**src/rtl/usart_spi_pkg.sv**
```systemverilog
package usart_spi_pkg;

    localparam int REG_W      = 8;
    localparam int FRAME_BITS = REG_W;
    localparam int HALF_W     = $clog2(2 * FRAME_BITS);
    localparam int IDX_W      = HALF_W - 1;
    localparam int DIV_W      = REG_W;
    localparam int ADDR_W     = 3;
    localparam int EN_W       = 4;

    localparam logic [HALF_W-1:0] LAST_HALF = HALF_W'(2 * FRAME_BITS - 1);

    // register addresses
    localparam logic [ADDR_W-1:0] A_DATA = 3'd0;
    localparam logic [ADDR_W-1:0] A_STAT = 3'd1;
    localparam logic [ADDR_W-1:0] A_EN   = 3'd2;
    localparam logic [ADDR_W-1:0] A_FMT  = 3'd3;
    localparam logic [ADDR_W-1:0] A_DIV  = 3'd4;

    // STAT bits
    localparam int B_DRE = 0;
    localparam int B_TC  = 1;
    localparam int B_RXF = 2;
    // EN bits
    localparam int B_TXEN  = 0;
    localparam int B_RXEN  = 1;
    localparam int B_DREIE = 2;
    localparam int B_TCIE  = 3;
    // FMT bits
    localparam int B_CPOL = 0;
    localparam int B_CPHA = 1;
    localparam int B_LSB  = 2;
    localparam int B_MLO  = 6;
    localparam int B_MHI  = 7;

    localparam logic [1:0]       MODE_SPI = 2'b11;
    localparam logic [REG_W-1:0] FMT_MASK = 8'hC7;

    typedef logic [FRAME_BITS-1:0] word_t;

    typedef struct packed {
        logic              busy;
        logic [HALF_W-1:0] half;
        logic              sck;
        logic              txd;
        logic              cpol;
        logic              cpha;
        logic              lsb;
        word_t             tx_sr;
        word_t             rx_sr;
    } eng_state_t;

    typedef struct packed {
        logic             buf_full;
        word_t            buf_data;
        logic             tx_act;
        logic             tc;
        logic             rxf;
        word_t            rx_buf;
        logic [EN_W-1:0]  en;
        logic [REG_W-1:0] fmt;
        logic [DIV_W-1:0] div;
    } ctl_state_t;

    function automatic word_t flip(word_t v);
        word_t r;
        for (int i = 0; i < FRAME_BITS; i++) r[i] = v[FRAME_BITS-1-i];
        return r;
    endfunction

endpackage

```
**src/rtl/usart_spi_baud.sv**
```systemverilog
module usart_spi_baud
    import usart_spi_pkg::*;
(
    input  logic             clk_i,
    input  logic             rst_ni,
    input  logic             run_i,
    input  logic [DIV_W-1:0] div_i,
    output logic             tick_o
);

    logic [DIV_W-1:0] cnt_d, cnt_q;

    always_comb begin
        tick_o = run_i && (cnt_q == div_i);
        if (!run_i)      cnt_d = '0;
        else if (tick_o) cnt_d = '0;
        else             cnt_d = cnt_q + 1'b1;
    end

    always_ff @(posedge clk_i) begin
        if (!rst_ni) cnt_q <= '0;
        else         cnt_q <= cnt_d;
    end

    // a running divider never starts a half-period with a stale count
    p_restart_r3: assert property (@(posedge clk_i) disable iff (!rst_ni)
        $rose(run_i) |-> cnt_q == '0);

endmodule

```
**src/rtl/usart_spi_engine.sv**
```systemverilog
module usart_spi_engine
    import usart_spi_pkg::*;
(
    input  logic  clk_i,
    input  logic  rst_ni,
    input  logic  start_i,
    input  word_t data_i,
    input  logic  cpol_i,
    input  logic  cpha_i,
    input  logic  lsb_i,
    input  logic  tick_i,
    input  logic  rxd_i,
    output logic  busy_o,
    output logic  sck_o,
    output logic  txd_o,
    output logic  done_o,
    output word_t rx_data_o
);

    eng_state_t q, nx;
    logic [IDX_W-1:0] bit_i;

    always_comb begin
        nx     = q;
        done_o = 1'b0;
        bit_i  = q.half[HALF_W-1:1];
        if (start_i && !q.busy) begin
            nx.busy  = 1'b1;
            nx.half  = '0;
            nx.sck   = cpol_i;
            nx.cpol  = cpol_i;
            nx.cpha  = cpha_i;
            nx.lsb   = lsb_i;
            nx.tx_sr = lsb_i ? flip(data_i) : data_i;
            nx.rx_sr = '0;
            if (!cpha_i) nx.txd = nx.tx_sr[FRAME_BITS-1];
        end else if (q.busy && tick_i) begin
            nx.sck  = ~q.sck;
            nx.half = q.half + 1'b1;
            if (!q.half[0]) begin
                // leading edge of a bit period
                if (q.cpha) nx.txd = q.tx_sr[IDX_W'(FRAME_BITS-1) - bit_i];
                else        nx.rx_sr = {q.rx_sr[FRAME_BITS-2:0], rxd_i};
            end else begin
                // trailing edge of a bit period
                if (q.cpha) nx.rx_sr = {q.rx_sr[FRAME_BITS-2:0], rxd_i};
                else if (q.half != LAST_HALF)
                    nx.txd = q.tx_sr[IDX_W'(FRAME_BITS-2) - bit_i];
            end
            if (q.half == LAST_HALF) begin
                nx.busy = 1'b0;
                done_o  = 1'b1;
            end
        end
        rx_data_o = nx.lsb ? flip(nx.rx_sr) : nx.rx_sr;
    end

    always_ff @(posedge clk_i) begin
        if (!rst_ni) q <= '0;
        else         q <= nx;
    end

    assign busy_o = q.busy;
    assign sck_o  = q.busy ? q.sck : cpol_i;
    assign txd_o  = q.txd;

    // after sixteen toggles the clock is back at the latched idle level
    p_idle_level_r3: assert property (@(posedge clk_i) disable iff (!rst_ni)
        $fell(q.busy) |-> (q.sck == q.cpol));

    // a new frame is never accepted on top of a running one
    p_no_restart_r5: assert property (@(posedge clk_i) disable iff (!rst_ni)
        (q.busy && !tick_i) |=> $stable(q.tx_sr));

endmodule

```
**src/rtl/usart_spi_master.sv**
```systemverilog
module usart_spi_master
    import usart_spi_pkg::*;
(
    input  logic              clk_i,
    input  logic              rst_ni,
    input  logic              wr_en_i,
    input  logic              rd_en_i,
    input  logic [ADDR_W-1:0] addr_i,
    input  logic [REG_W-1:0]  wdata_i,
    output logic [REG_W-1:0]  rdata_o,
    input  logic              gie_i,
    input  logic              tc_ack_i,
    output logic              sck_o,
    output logic              txd_o,
    input  logic              rxd_i,
    output logic              txd_oe_o,
    output logic              irq_dre_o,
    output logic              irq_tc_o
);

    ctl_state_t q, nx;
    logic  eng_busy, eng_done, tick, start;
    word_t eng_rx;
    logic  wr_data, wr_stat, wr_en_reg, rd_data;

    assign wr_data   = wr_en_i && (addr_i == A_DATA);
    assign wr_stat   = wr_en_i && (addr_i == A_STAT);
    assign wr_en_reg = wr_en_i && (addr_i == A_EN);
    assign rd_data   = rd_en_i && (addr_i == A_DATA);
    assign start     = q.tx_act && (q.fmt[B_MHI:B_MLO] == MODE_SPI)
                       && q.buf_full && !eng_busy;

    usart_spi_baud u_baud (
        .clk_i  (clk_i),
        .rst_ni (rst_ni),
        .run_i  (eng_busy),
        .div_i  (q.div),
        .tick_o (tick)
    );

    usart_spi_engine u_eng (
        .clk_i     (clk_i),
        .rst_ni    (rst_ni),
        .start_i   (start),
        .data_i    (q.buf_data),
        .cpol_i    (q.fmt[B_CPOL]),
        .cpha_i    (q.fmt[B_CPHA]),
        .lsb_i     (q.fmt[B_LSB]),
        .tick_i    (tick),
        .rxd_i     (rxd_i),
        .busy_o    (eng_busy),
        .sck_o     (sck_o),
        .txd_o     (txd_o),
        .done_o    (eng_done),
        .rx_data_o (eng_rx)
    );

    always_comb begin
        nx = q;
        if (wr_en_i) begin
            case (addr_i)
                A_EN:    nx.en  = wdata_i[EN_W-1:0];
                A_FMT:   nx.fmt = wdata_i & FMT_MASK;
                A_DIV:   nx.div = DIV_W'(wdata_i);
                default: ;
            endcase
        end
        // holding buffer
        if (start) nx.buf_full = 1'b0;
        if (wr_data) begin
            nx.buf_full = 1'b1;
            nx.buf_data = wdata_i;
        end
        // transmitter activity, disable deferred until drained
        if (wr_en_reg && wdata_i[B_TXEN])
            nx.tx_act = 1'b1;
        else if (!q.en[B_TXEN] && !q.buf_full && !eng_busy)
            nx.tx_act = 1'b0;
        // transmit-done flag, set wins
        if ((wr_stat && wdata_i[B_TC]) || tc_ack_i) nx.tc = 1'b0;
        if (eng_done && !q.buf_full)                nx.tc = 1'b1;
        // receive buffer
        if (!nx.en[B_RXEN]) begin
            nx.rxf    = 1'b0;
            nx.rx_buf = '0;
        end else begin
            if (rd_data) nx.rxf = 1'b0;
            if (eng_done) begin
                nx.rxf    = 1'b1;
                nx.rx_buf = eng_rx;
            end
        end
    end

    always_ff @(posedge clk_i) begin
        if (!rst_ni) q <= '0;
        else         q <= nx;
    end

    always_comb begin
        rdata_o = '0;
        case (addr_i)
            A_DATA: rdata_o = q.rx_buf;
            A_STAT: begin
                rdata_o[B_DRE] = !q.buf_full;
                rdata_o[B_TC]  = q.tc;
                rdata_o[B_RXF] = q.rxf;
            end
            A_EN:    rdata_o[EN_W-1:0] = q.en;
            A_FMT:   rdata_o = q.fmt;
            A_DIV:   rdata_o = REG_W'(q.div);
            default: ;
        endcase
    end

    assign txd_oe_o  = q.tx_act;
    assign irq_dre_o = q.en[B_DREIE] && gie_i && !q.buf_full;
    assign irq_tc_o  = q.en[B_TCIE] && gie_i && q.tc;

    // the shifter only starts out of SPI master mode
    p_mode_gate_r2: assert property (@(posedge clk_i) disable iff (!rst_ni)
        $rose(eng_busy) |-> ($past(q.fmt[B_MHI:B_MLO]) == MODE_SPI));

    // transmit-done only rises at a frame end
    p_tc_source_r6: assert property (@(posedge clk_i) disable iff (!rst_ni)
        $rose(q.tc) |-> $past(eng_done));

    // override released only once fully drained and disabled
    p_oe_release_r9: assert property (@(posedge clk_i) disable iff (!rst_ni)
        $fell(q.tx_act) |-> $past(!eng_busy && !q.buf_full && !q.en[B_TXEN]));

    // no clock activity without the transmitter
    p_clock_owner_r10: assert property (@(posedge clk_i) disable iff (!rst_ni)
        !q.tx_act |-> !eng_busy);

    // disabled receiver holds nothing
    p_flush_r12: assert property (@(posedge clk_i) disable iff (!rst_ni)
        !q.en[B_RXEN] |-> (!q.rxf && q.rx_buf == '0));

endmodule

```
**config.mk**
```make
export PLATFORM = sky130hd
export DESIGN_NAME = usart_spi_master
export DESIGN_NICKNAME = d
export VERILOG_FILES = /design/src/rtl/usart_spi_pkg.sv /design/src/rtl/usart_spi_baud.sv /design/src/rtl/usart_spi_engine.sv /design/src/rtl/usart_spi_master.sv
export SDC_FILE = /design/constraint.sdc
export NUM_CORES = 1
export LEC_CHECK = 0
export CAP_MARGIN = 20
export CORE_ASPECT_RATIO = 1.2
export CORE_MARGIN = 1.5
export CORE_UTILIZATION = 58
export DETAILED_ROUTE_END_ITERATION = 8
export GPL_TIMING_DRIVEN = 0
export PLACE_DENSITY_LB_ADDON = 0.12
export SLEW_MARGIN = 20
export SYNTH_ARGS = -nofsm -noshare
export SYNTH_HDL_FRONTEND = slang
export SYNTH_SLANG_ARGS = --single-unit
```
**constraint.sdc**
```tcl
create_clock -name clk_i -period 2.6 [get_ports clk_i]
set_clock_uncertainty 0.1 [all_clocks]
set_input_delay 0.78 -clock clk_i [delete_from_list [all_inputs] [get_ports clk_i]]
set_output_delay 0.78 -clock clk_i [all_outputs]
set_load 0.05 [all_outputs]
```
# [Word-level counts from Yosys, hierarchy flattened]
# Cells that the tools add are included.
[classes] n_addsub=4 magnitude_cmp=2 eq_ne=10 n_mux=39 n_bitwise=3 n_reduce_logical=40
[op_table] operator="$mux W8" n=9
[op_table] operator="$mux W9" n=3
[op_table] operator="$logic_and A1 B1 Y1" n=19
[op_table] operator="$mux W1" n=18
[op_table] operator="$mux W18" n=1
[op_table] operator="$pmux W3 S5" n=1
[op_table] operator="$mux W7" n=2
[op_table] operator="$pmux W4 S3" n=1
[op_table] operator="$reduce_bool A2 Y1" n=6
[op_table] operator="$reduce_and A2 Y1" n=5
[op_table] operator="$add A8 B1 Y8 const B" n=1
[op_table] operator="$eq A8 B8 Y1" n=1
[op_table] operator="$lt A3 B4 Y1 const B" n=2
[op_table] operator="$bmux W1 S3" n=2
[op_table] operator="$eq A3 B2 Y1 const B" n=2
[op_table] operator="$reduce_bool A3 Y1" n=2
[op_table] operator="$sub A3 B3 Y3 const A" n=2
[op_table] operator="$reduce_and A5 Y1" n=1
[op_table] operator="$add A4 B1 Y4 const B" n=1
[op_table] operator="$eq A4 B4 Y1 const B" n=1
[op_table] operator="$ne A4 B4 Y1 const B" n=1
[op_table] operator="$eq A3 B1 Y1 const B" n=1
[op_table] operator="$eq A3 B3 Y1 const B" n=1
[op_table] operator="$logic_not A1 Y1" n=3
[op_table] operator="10 further kinds" n=12
[totals] regBits=70 inputBits=18 output_inout_bits=13 wordCells=117

# [Longest topological paths before layout]
[logic_depth] word_depth=8 ltp_mapped=8 ltp_nobuf=7

# [Hierarchy]
# From an unflattened synthesis, not the netlist that was laid out.
[hier_totals] cells_unflattened=396 hier_area_um2=3804.9
[modules_own_cells] module="usart_spi_master" n_inst=1 cells_per_inst=180 area_per_inst_um2=1745.4 seq_area_each_um2=740.7
[modules_own_cells] module="usart_spi_engine" n_inst=1 cells_per_inst=169 area_per_inst_um2=1591.5 seq_area_each_um2=500.5
[modules_own_cells] module="usart_spi_baud" n_inst=1 cells_per_inst=47 area_per_inst_um2=467.9 seq_area_each_um2=160.2

# [Worst setup path after synthesis]
# OpenSTA, ideal clock, no wires.
[synth_timing] path_kind="input port to output port" start="in addr_i[0]" end="out rdata_o[6]" t_arrival_ps=2409 path_slack_ps=-689 cell_stages=3 path_cell_list="clkbuf_1 or2_2 o21ai_0"
[synth_via] elab_chain_len=2 word_cells_on_any_way=4 classes_between="eq/ne (2); mux (1); reduce/logical (1)"
[synth_rtl] item="start: declaration" line_no="usart_spi_master.sv:8" source="input logic [ADDR_W-1:0] addr_i,"
[synth_rtl] item="$eq A3 B3 Y1, or another cell as far along" line_no="usart_spi_master.sv:102" source="case (addr_i)"
[synth_rtl] item="$pmux W4 S3 (*)" line_no="usart_spi_master.sv:102"
[synth_rtl] item="end: declaration" line_no="usart_spi_master.sv:10" source="output logic [REG_W-1:0] rdata_o,"
# Every way passes the cells marked *; elsewhere a longest branch is shown, timed or not.

# [Final worst setup path]
[layout_timing] start="in addr_i[0]" end="out rdata_o[2]"
[layout_via] elab_chain_len=2 word_cells_on_any_way=6 classes_between="eq/ne (4); mux (1); reduce/logical (1)"
[layout_rtl] item="$eq A3 B3 Y1, or another cell as far along" line_no="usart_spi_master.sv:102"
[layout_rtl] item="$pmux W3 S5 (*)" line_no="usart_spi_master.sv:102"
# Marks and branches as above.

==> qor.yml <==
synthesis.nets: 422
worstPathCellList: "buf_8, clkbuf_16, mux2_4, a22oi_2, o22ai_4, buf_6"
drcViolationCount: 0
path_class: "in2out"
timing.hold.worst_endpoint: "q[26]"
setup_viol: 3
timing.max_cap.violations: 0
wl_met3_um: 448
timing.hold.worst.start: "q[26]"
power.internal_mw: 1.75
worstRegToRegCells: 6
timing.final.max_slew_violations: 0
vias_in_the_first_global_route: 2881
yosys_most_used_dff: "sky130_fd_sc_hd__dfxtp_1"
first_iter_violations: 272
highest_layer: "met4"
cp.arrival_ns: 1.76
power_frac_seq_pct: 47.9
wire_per_inst_um: 17.6
grt_remaining_overflow: 0
syn-instance-count: 400
clk_pin_slew_ns: 0.07
h-tree-depth: 3
hold_path_class: "reg2reg"
maxClockFrequency_mhz: 378
power-per-cell-area_nw_per_um2: 509
finish.cell_count_without_fillers: 535
yosys.area.top_type_share_pct: 38.9
yosysUniqueCellTypes: 51
postRouteWirelength_um: 9430
total_switching_power_mw: 0.521
clockRootBuffer: "sky130_fd_sc_hd__clkbuf_8"
die_height_um: 89.3
clk_path_buf_depth: 2
master_of_the_slowest_instance_on_the_critical_path: "sky130_fd_sc_hd__mux2_4"
hold-path-cell-count: 2
synth_seq_cells: 70
synth-warning-count: 0
dr_wl_met2_um: 4690
worstPathMaxFanout: 7
clkSinkCount: 70
die_area_um2: 6700
cts_stage_hold_buffer_count: 0
place.gp.congestion: 0.865
design.portCount: 31
final_common_cell: "sky130_fd_sc_hd__dfxtp_1"
power.total_mw: 2.27
fp.dieW_um: 75.0
cp_endpoint_kind: "output pin"
placedCellCount: 512
port_buffers: 30
layout.cells.most_common_list: "sky130_fd_sc_hd__dfxtp_1 (70), sky130_fd_sc_hd__nand2_1 (69), sky130_fd_sc_hd__mux2i_1 (25), sky130_fd_sc_hd__a21boi_0 (25), sky130_fd_sc_hd__nor2_1 (20)"
antenna_violations_before_repair: 0
detailroute.via_count: 3154
initial_utilization_pct: 59.9
hold_slack_ns: 0.364
combPwrFrac_pct: 7.4
final_nets: 470
fin_setup_tns_ns: -0.0973
insertion_delay_ns: 0.35
rsz0062_at_grt: "yes"
period_needed_ns: 2.64
critical_path_required_ns: 1.72
reg_to_reg_end: "q[22]"
outcome: "finished, violations left"
launching_point_of_the_worst_reg2reg_path: "u_baud.cnt_q[5]"
wirelength_met1_um: 4030
cts_inserted_buffers: 9
failed_checks: "negative setup slack"
grt_first_pass_wirelength_um: 14500
antenna_left: 0
power_leakage_nw: 1.69
core_area_um2: 6010
gr-usage-all-layers_pct: 29.5
critPathMaxStageDelay_ns: 0.30
synth.largest_area_cell: "sky130_fd_sc_hd__dfxtp_1"
asyncSetResetFlopFracSynth_pct: 0
syn2layout_area_growth_pct: 24.0
share_clk_of_total_power_pct: 44.7
postLayoutCoreUtil_pct: 74.3
final.setup.worst_slack_ns: -0.0420
netlist_area_um2: 3600
avgSynthCellArea_um2: 9.01
max-slew-margin-rel_pct: 61.5
nFillCells: 446
proportion_of_synthesized_chip_area_in_sequential_cells_pct: 38.9
reg2reg_slack_ns: 0.24
hold_viol: 0
floorplan.rows: 31
detailedRoute.firstPassIterationCount: 5
cts_tree: "yes"
worst_setup_path_startpoint: "addr_i[0]"
ir_drop_mv: 0.412
cell_types_with_the_largest_area_share_after_synthesis: "sky130_fd_sc_hd__dfxtp_1 (39%), sky130_fd_sc_hd__mux2i_1 (7.2%), sky130_fd_sc_hd__nand2_1 (7.2%), sky130_fd_sc_hd__a21boi_0 (5.2%), sky130_fd_sc_hd__mux4_2 (3.7%)"
fraction_of_power_spent_switching_nets_pct: 22.9
worstSetupStartpointType: "input pin"
post-route-period-util_pct: 102
worst_slew_pin_slew_ns: 0.575
synth_edf_count: 0
share_of_final_layout_standard_cells_stronger_than_drive_strength_1_pct: 21.0
grt_max_degree: 13
dpl.hpwl_um: 6590
route.detailed.vias_per_inst: 5.90
antenna-diode-count: 0
## how the worst max path moves through the flow
| stage | to | cells after the start | slack [ns] |
|---|---|---|---|
| floorplan | rdata_o[6] | 3 | -0.06 |
| global placement | rdata_o[3] | 7 | -1.32 |
| detailed placement | rdata_o[3] | 7 | -1.33 |
| CTS | rdata_o[1] | 6 | -0.05 |
| global route | rdata_o[0] | 6 | -0.07 |
| finish | rdata_o[2] | 6 | -0.04 |
## per-layer routing
| layer | up-vias | global-route usage (%) |
|---|---|---|
| met4 | 0 | 14.2 |
| met1 | 1522 | 37.8 |
| met3 | 23 | 4.85 |
| met5 | - | 0 |
| met2 | 110 | 48.2 |
| li1 | 1499 | - |
## layout make-up
type                    count  area (um^2)  area share, %
flip-flops and latches     70         1400           31.4
plain buffers              21          156           3.50
clock buffers              11          151           3.39
repair buffers             37          349           7.81
well taps                  82          103           2.30
multi-input cells         304         2210           49.4
inverters                   5         18.8          0.420
clock inverters             5         81.3           1.82
## critical path: cells and delay by family
family | cells | cell delay [ns]
compound gates | 2 | 0.27
mux | 1 | 0.30
buf+inv | 3 | 0.41
## cells by family (layout without fill, tap and decap cells)
group,after synthesis,count (layout),share of synthesized area (%)
flops,70,70,38.9
simple gates,157,157,21.7
mux,41,41,13.9
compound gates,83,83,15.4
fa+ha+maj,4,4,1.39
buf+inv,26,79,3.51
xor+xnor,19,19,5.24
## stage by stage
stage                     worst slack, ns  cell area [um^2]
final                             -0.0420              4470
after global routing              -0.0731              4470
after CTS                         -0.0548              4390
after detailed placement            -1.33              4080
after global placement              -1.32              4080
after floorplan                   -0.0646              3670
## flip-flops by register name, indices dropped and copies added (netlist names)
signal,cells
u_baud.cnt_q,8
q,36
u_eng.busy_o,1
u_eng.q,20
u_eng.bit_i,3
txd_oe_o,1
u_eng.txd_o,1
## power groups by stage
stage	clock network, mW	logic, mW	registers [mW]
finish	1.02	0.168	1.09
global route	1.07	0.177	1.09
CTS	1.02	0.153	1.09
detailed placement	0	0.137	1.11
global placement	0	0.136	1.11
floorplan	0	0.0779	1.11
## Yosys cell counts (3+ instances only)
| master | n |
|---|---|
| sky130_fd_sc_hd__o22ai_1 | 4 |
| sky130_fd_sc_hd__nor2_1 | 24 |
| sky130_fd_sc_hd__mux2_2 | 8 |
| sky130_fd_sc_hd__a31oi_1 | 4 |
| sky130_fd_sc_hd__a21oi_1 | 19 |
| sky130_fd_sc_hd__nand2_1 | 69 |
| sky130_fd_sc_hd__mux2i_1 | 26 |
| sky130_fd_sc_hd__o21ai_0 | 12 |
| sky130_fd_sc_hd__nor2b_1 | 14 |
| sky130_fd_sc_hd__nor3_1 | 3 |
| sky130_fd_sc_hd__dfxtp_1 | 70 |
| sky130_fd_sc_hd__inv_1 | 5 |
| sky130_fd_sc_hd__a21boi_0 | 25 |
| sky130_fd_sc_hd__nand3_1 | 17 |
| sky130_fd_sc_hd__xnor2_1 | 11 |
| sky130_fd_sc_hd__ha_1 | 4 |
| sky130_fd_sc_hd__xor2_1 | 5 |
| sky130_fd_sc_hd__o211a_1 | 7 |
| sky130_fd_sc_hd__and2_1 | 5 |
| sky130_fd_sc_hd__xnor2_2 | 3 |
| sky130_fd_sc_hd__o211ai_1 | 3 |
| sky130_fd_sc_hd__and3_1 | 5 |
| sky130_fd_sc_hd__mux4_2 | 6 |
| sky130_fd_sc_hd__a22oi_1 | 5 |
| sky130_fd_sc_hd__clkbuf_1 | 13 |
## timing repair
item	4_1_cts	5_1_grt
resized for setup	97	12
setup buffers	3	4
pin swaps	5	3
endpoints found under the setup margin	13	8
No activity file was read; power rests on OpenSTA's default activity.
